===== src/rtl/bseq_pkg.sv =====
package bseq_pkg;
  localparam int BEAT_W = 2;
  typedef logic [BEAT_W-1:0] beat_t;
  typedef enum logic [1:0] {
    OP_HOLD = 2'd0,
    OP_LOAD = 2'd1,
    OP_STEP = 2'd2
  } seq_op_e;
endpackage


===== src/rtl/bseq_rst_sync.sv =====
module bseq_rst_sync #(
  parameter int STAGES = 2
) (
  input  logic clk,
  input  logic arst_n,
  output logic rst_n_o
);
  logic [STAGES-1:0] sync_q;

  always_ff @(posedge clk or negedge arst_n) begin
    if (!arst_n) sync_q <= '0;
    else         sync_q <= {sync_q[STAGES-2:0], 1'b1};
  end

  assign rst_n_o = sync_q[STAGES-1];
endmodule


===== src/rtl/bseq_ctrl.sv =====
module bseq_ctrl
  import bseq_pkg::*;
(
  input  logic    stall,
  input  logic    adv,
  output seq_op_e op
);
  always_comb begin
    if (stall)     op = OP_HOLD;
    else if (!adv) op = OP_LOAD;
    else           op = OP_STEP;
  end
endmodule


===== src/rtl/bseq_state.sv =====
module bseq_state
  import bseq_pkg::*;
#(
  parameter int UPPER_W = 6
) (
  input  logic               clk,
  input  logic               rst_n,
  input  seq_op_e            op,
  input  beat_t              ld_start,
  input  logic [UPPER_W-1:0] ld_upper,
  output beat_t              start_q,
  output beat_t              beat_q,
  output logic [UPPER_W-1:0] upper_q
);
  beat_t              start_d, beat_d;
  logic [UPPER_W-1:0] upper_d;
  logic               upd_en;

  always_comb begin
    start_d = start_q;
    beat_d  = beat_q;
    upper_d = upper_q;
    upd_en  = 1'b0;
    unique case (op)
      OP_LOAD: begin
        start_d = ld_start;
        beat_d  = '0;
        upper_d = ld_upper;
        upd_en  = 1'b1;
      end
      OP_STEP: begin
        beat_d = beat_q + beat_t'(1);
        upd_en = 1'b1;
      end
      default: upd_en = 1'b0;
    endcase
  end

  always_ff @(posedge clk or negedge rst_n) begin
    if (!rst_n) begin
      start_q <= '0;
      beat_q  <= '0;
      upper_q <= '0;
    end else if (upd_en) begin
      start_q <= start_d;
      beat_q  <= beat_d;
      upper_q <= upper_d;
    end
  end
endmodule


===== src/rtl/bseq_order.sv =====
module bseq_order
  import bseq_pkg::*;
(
  input  logic  interleave,
  input  beat_t start,
  input  beat_t beat,
  output beat_t low
);
  beat_t xor_low, add_low;

  assign xor_low = start ^ beat;
  assign add_low = start + beat;
  assign low     = interleave ? xor_low : add_low;
endmodule


===== src/rtl/burst_addr_seq.sv =====
module burst_addr_seq
  import bseq_pkg::*;
#(
  parameter int ADDR_W     = 8,
  parameter int SYNC_STAGE = 2
) (
  input  logic              clk,
  input  logic              rst_n,
  input  logic              stall,
  input  logic              adv,
  input  logic              interleave,
  input  logic [ADDR_W-1:0] ext_addr,
  output logic [ADDR_W-1:0] burst_addr
);
  localparam int UPPER_W = ADDR_W - BEAT_W;

  logic               rst_sync_n;
  seq_op_e            op;
  beat_t              start_q, beat_q, low;
  logic [UPPER_W-1:0] upper_q;

  bseq_rst_sync #(.STAGES(SYNC_STAGE)) u_rst (
    .clk     (clk),
    .arst_n  (rst_n),
    .rst_n_o (rst_sync_n)
  );

  bseq_ctrl u_ctrl (
    .stall (stall),
    .adv   (adv),
    .op    (op)
  );

  bseq_state #(.UPPER_W(UPPER_W)) u_state (
    .clk      (clk),
    .rst_n    (rst_sync_n),
    .op       (op),
    .ld_start (ext_addr[BEAT_W-1:0]),
    .ld_upper (ext_addr[ADDR_W-1:BEAT_W]),
    .start_q  (start_q),
    .beat_q   (beat_q),
    .upper_q  (upper_q)
  );

  bseq_order u_order (
    .interleave (interleave),
    .start      (start_q),
    .beat       (beat_q),
    .low        (low)
  );

  assign burst_addr = {upper_q, low};
endmodule


===== config.mk =====
export PLATFORM = sky130hd
export DESIGN_NAME = burst_addr_seq
export DESIGN_NICKNAME = d
export VERILOG_FILES = /design/src/rtl/bseq_pkg.sv /design/src/rtl/bseq_rst_sync.sv /design/src/rtl/bseq_ctrl.sv /design/src/rtl/bseq_state.sv /design/src/rtl/bseq_order.sv /design/src/rtl/burst_addr_seq.sv
export SDC_FILE = /design/constraint.sdc
export NUM_CORES = 1
export LEC_CHECK = 0
export BUFFER_PORTS_ARGS = -buffer_cell sky130_fd_sc_hd__buf_2
export CAP_MARGIN = 40
export CORE_MARGIN = 2
export CORE_UTILIZATION = 30
export DETAILED_ROUTE_END_ITERATION = 16
export PLACE_DENSITY = 0.64
export SLEW_MARGIN = 10
export SYNTH_ARGS = -nofsm -noshare
export SYNTH_HDL_FRONTEND = slang
export SYNTH_SLANG_ARGS = --single-unit

===== constraint.sdc =====
create_clock -name clk -period 0.98 [get_ports clk]
set_input_delay 0.196 -clock clk [delete_from_list [all_inputs] [get_ports clk]]
set_output_delay 0.196 -clock clk [all_outputs]
set_load 0.02 [all_outputs]

==> summary.txt <==
Status
  – Outcome: finished, violations left
  – Violated checks: negative setup slack

Die
  – # IOs: 21
  – Core area: 1510 µm²
  – Standard-cell row count: 14
  – Starting Density: 0.318
  – Die width: 44.0 µm
  – Die area: 1930 µm²
  – DIE HEIGHT: 44.0 µm

GRT
  – Gr ovfl total: 0
  – Global-route wire length before repair: 1.30 mm
  – Vias in the first global route: 291
  – Largest net degree at the start of global routing: 11
  – Initial antenna violation count: 0
  – GR Util All Layers: 0.100

Pwr
  – Max VDD drop: 1.12 mV
  – Leak: 0.000357 µW
  – Pwr dens: 1880 nW/µm²
  – Final Power: 1450 µW

Layout
  – # diodes: 0
  – Most frequent cells in the layout: buf_2, dfrtp_1, mux2_2, buf_6, buf_4
  – NumNets Final: 78
  – Area delta synth->final: 61.1%
  – Share of layout cells above drive strength 1: 0.651
  – Finished Core Util: 0.512
  – Design area: 772 µm²

Placement
  – Hpwl dp: 662 µm
  – Pre-CTS setup slack: -0.189 ns
  – Placed inst area: 658 µm²
  – PortBufs: 20
  – GPL Wtd Cong: 0.679

Synthesis
  – Cell Area, Synth: 479 µm²
  – Netlist cell types: 10
  – Flops & latches, synth: 12
  – Post-Synthesis Cells: 33
  – Synthesized net count: 47
  – Yosys warns: 0
  – Average size of a mapped cell: 14.5 µm²
  – Register area share after synthesis: 0.627

STA
  – Max Fclk: 0.706 GHz
  – Fin crit share: 1.44
  – Final hold violation count: 0
  – Setup ws final: -0.436 ns
  – Setup Viol. Count Final: 7
  – RSZ-0062 raised after global routing: yes
  – Clk_skew: 0.00578 ns
  – Final Slew Violations: 0
  – Tmin final: 1.42 ns

Worst hold path
  – Hold Crit Class: register to async pin

Detailed routing
  – Final ANT Viol Nets: 0
  – DRC errors left: 0
  – DRT Pass-1 Iters: 2
  – Via-per-instance ratio: 4.25
  – Routed Wire Length: 813 µm
  – DR iter-0 viols: 4
  – DR WL/cell: 10.3 µm
  – Via count: 336

CTS
  – Clk buf depth: 2
  – H-tree Lvls: 1
  – TritonCTS Buffers: 3
  – CTS Root Cell: clkbuf_4
  – CTS tree: yes
  – Clk slew on worst S/H paths: 0.07 ns
  – Insertion delay to the later sink of the worst-skew pair: 0.27 ns
  – Sink Count: 12

Critical path
  – Critical path endpoint category: primary output
  – Crit path launch type: register
  – Crit-path max FO: 2
  – Worst EP required: 0.78 ns
  – Worst setup path class: register to primary output
  – R2R Setup Slk: 0.09 ns
  – Critical path data arrival time: 1.22 ns

Job
  – Max Cap Violations: 0
==> worst max-delay path: stages (launching register included) <==
cell	delay, ns
dfrtp_1	0.41
ha_4	0.16
nor2b_4	0.13
xnor2_4	0.12
buf_6	0.13
==> sequential cells by signal, summed over array words and instances (netlist names) <==
name             count
u_state.beat_q       2
u_rst.sync_q         2
u_state.start_q      2
u_state.upper_q      6
==> per-layer routing <==
layer	vias up	global-route usage	part of all wire
met5	-	0	0
met4	0	0.0182	0
met3	0	0.0750	0.063
met2	8	0.150	0.53
met1	160	0.116	0.41
li1	168	-	-
==> final timing paths <==
check                                                from                        endpoint  cells past startpoint
setup / recovery           u_state.start_q[0]$_DFFE_PN0P_                   burst_addr[1]                      4
hold / removal                  u_rst.sync_q[1]$_DFF_PN0_  u_state.start_q[1]$_DFFE_PN0P_                      0
setup reg to reg            u_state.beat_q[0]$_DFFE_PN0P_   u_state.beat_q[1]$_DFFE_PN0P_                      4
hold reg to reg                 u_rst.sync_q[1]$_DFF_PN0_  u_state.start_q[1]$_DFFE_PN0P_                      0
max in group asynchronous       u_rst.sync_q[1]$_DFF_PN0_   u_state.beat_q[1]$_DFFE_PN0P_                      0
min in group clk                              ext_addr[5]  u_state.upper_q[3]$_DFFE_PN0P_                      2
==> cells by family (layout without fill, tap and decap cells) <==
group	count (synthesis)	after routing	synth area share
flops	12	12	0.627
mux	8	8	0.188
simple gates	6	6	0.0835
compound gates	3	3	0.0313
xor+xnor	2	2	0.0366
fa+ha+maj	1	1	0.0261
other cells	1	1	0.00783
buf+inv	0	30	0
==> power breakdown <==
part	total, µW	internal [µW]	switching (µW)
registers	608	559	49.4
clock network	377	226	152
logic	463	278	185
==> synthesized netlist by cell type, drive strengths merged <==
| cell | n | area share |
|---|---|---|
| conb | 1 | 0.0078 |
| dfrtp | 12 | 0.63 |
| ha | 1 | 0.026 |
| mux2 | 8 | 0.19 |
| nand2 | 1 | 0.0078 |
| nand2b | 2 | 0.026 |
| nor2 | 1 | 0.023 |
| nor2b | 2 | 0.026 |
| o21ai | 3 | 0.031 |
| xnor2 | 2 | 0.037 |
==> layout make-up <==
class / count / area (µm²)
Tap cell: 16 / 20.0
Multi-Input combinational cell: 21 / 218
Clock buffer: 4 / 36.3
Fill cell: 137 / 734
Timing Repair Buffer: 26 / 198
Sequential cell: 12 / 300
==> stage by stage <==
stage	instances	setup TNS (ns)	hold slack (ns)
after CTS	79	-0.862	0.152
after global placement	73	-0.764	-0.0175
final	79	-0.746	0.147
after detailed placement	73	-0.797	-0.0169
after floorplan	33	-0.134	-0.0996
after global routing	79	-1.12	0.136
==> timing repair <==
action,4_1_cts,5_1_grt
hold buffers,1,0
hold endpoints to repair,2,0
pin swaps,2,0
buffers inserted,1,0
endpoints found under the setup margin,8,9
gates resized for setup,16,3
No activity file was read; power rests on OpenSTA's default activity.
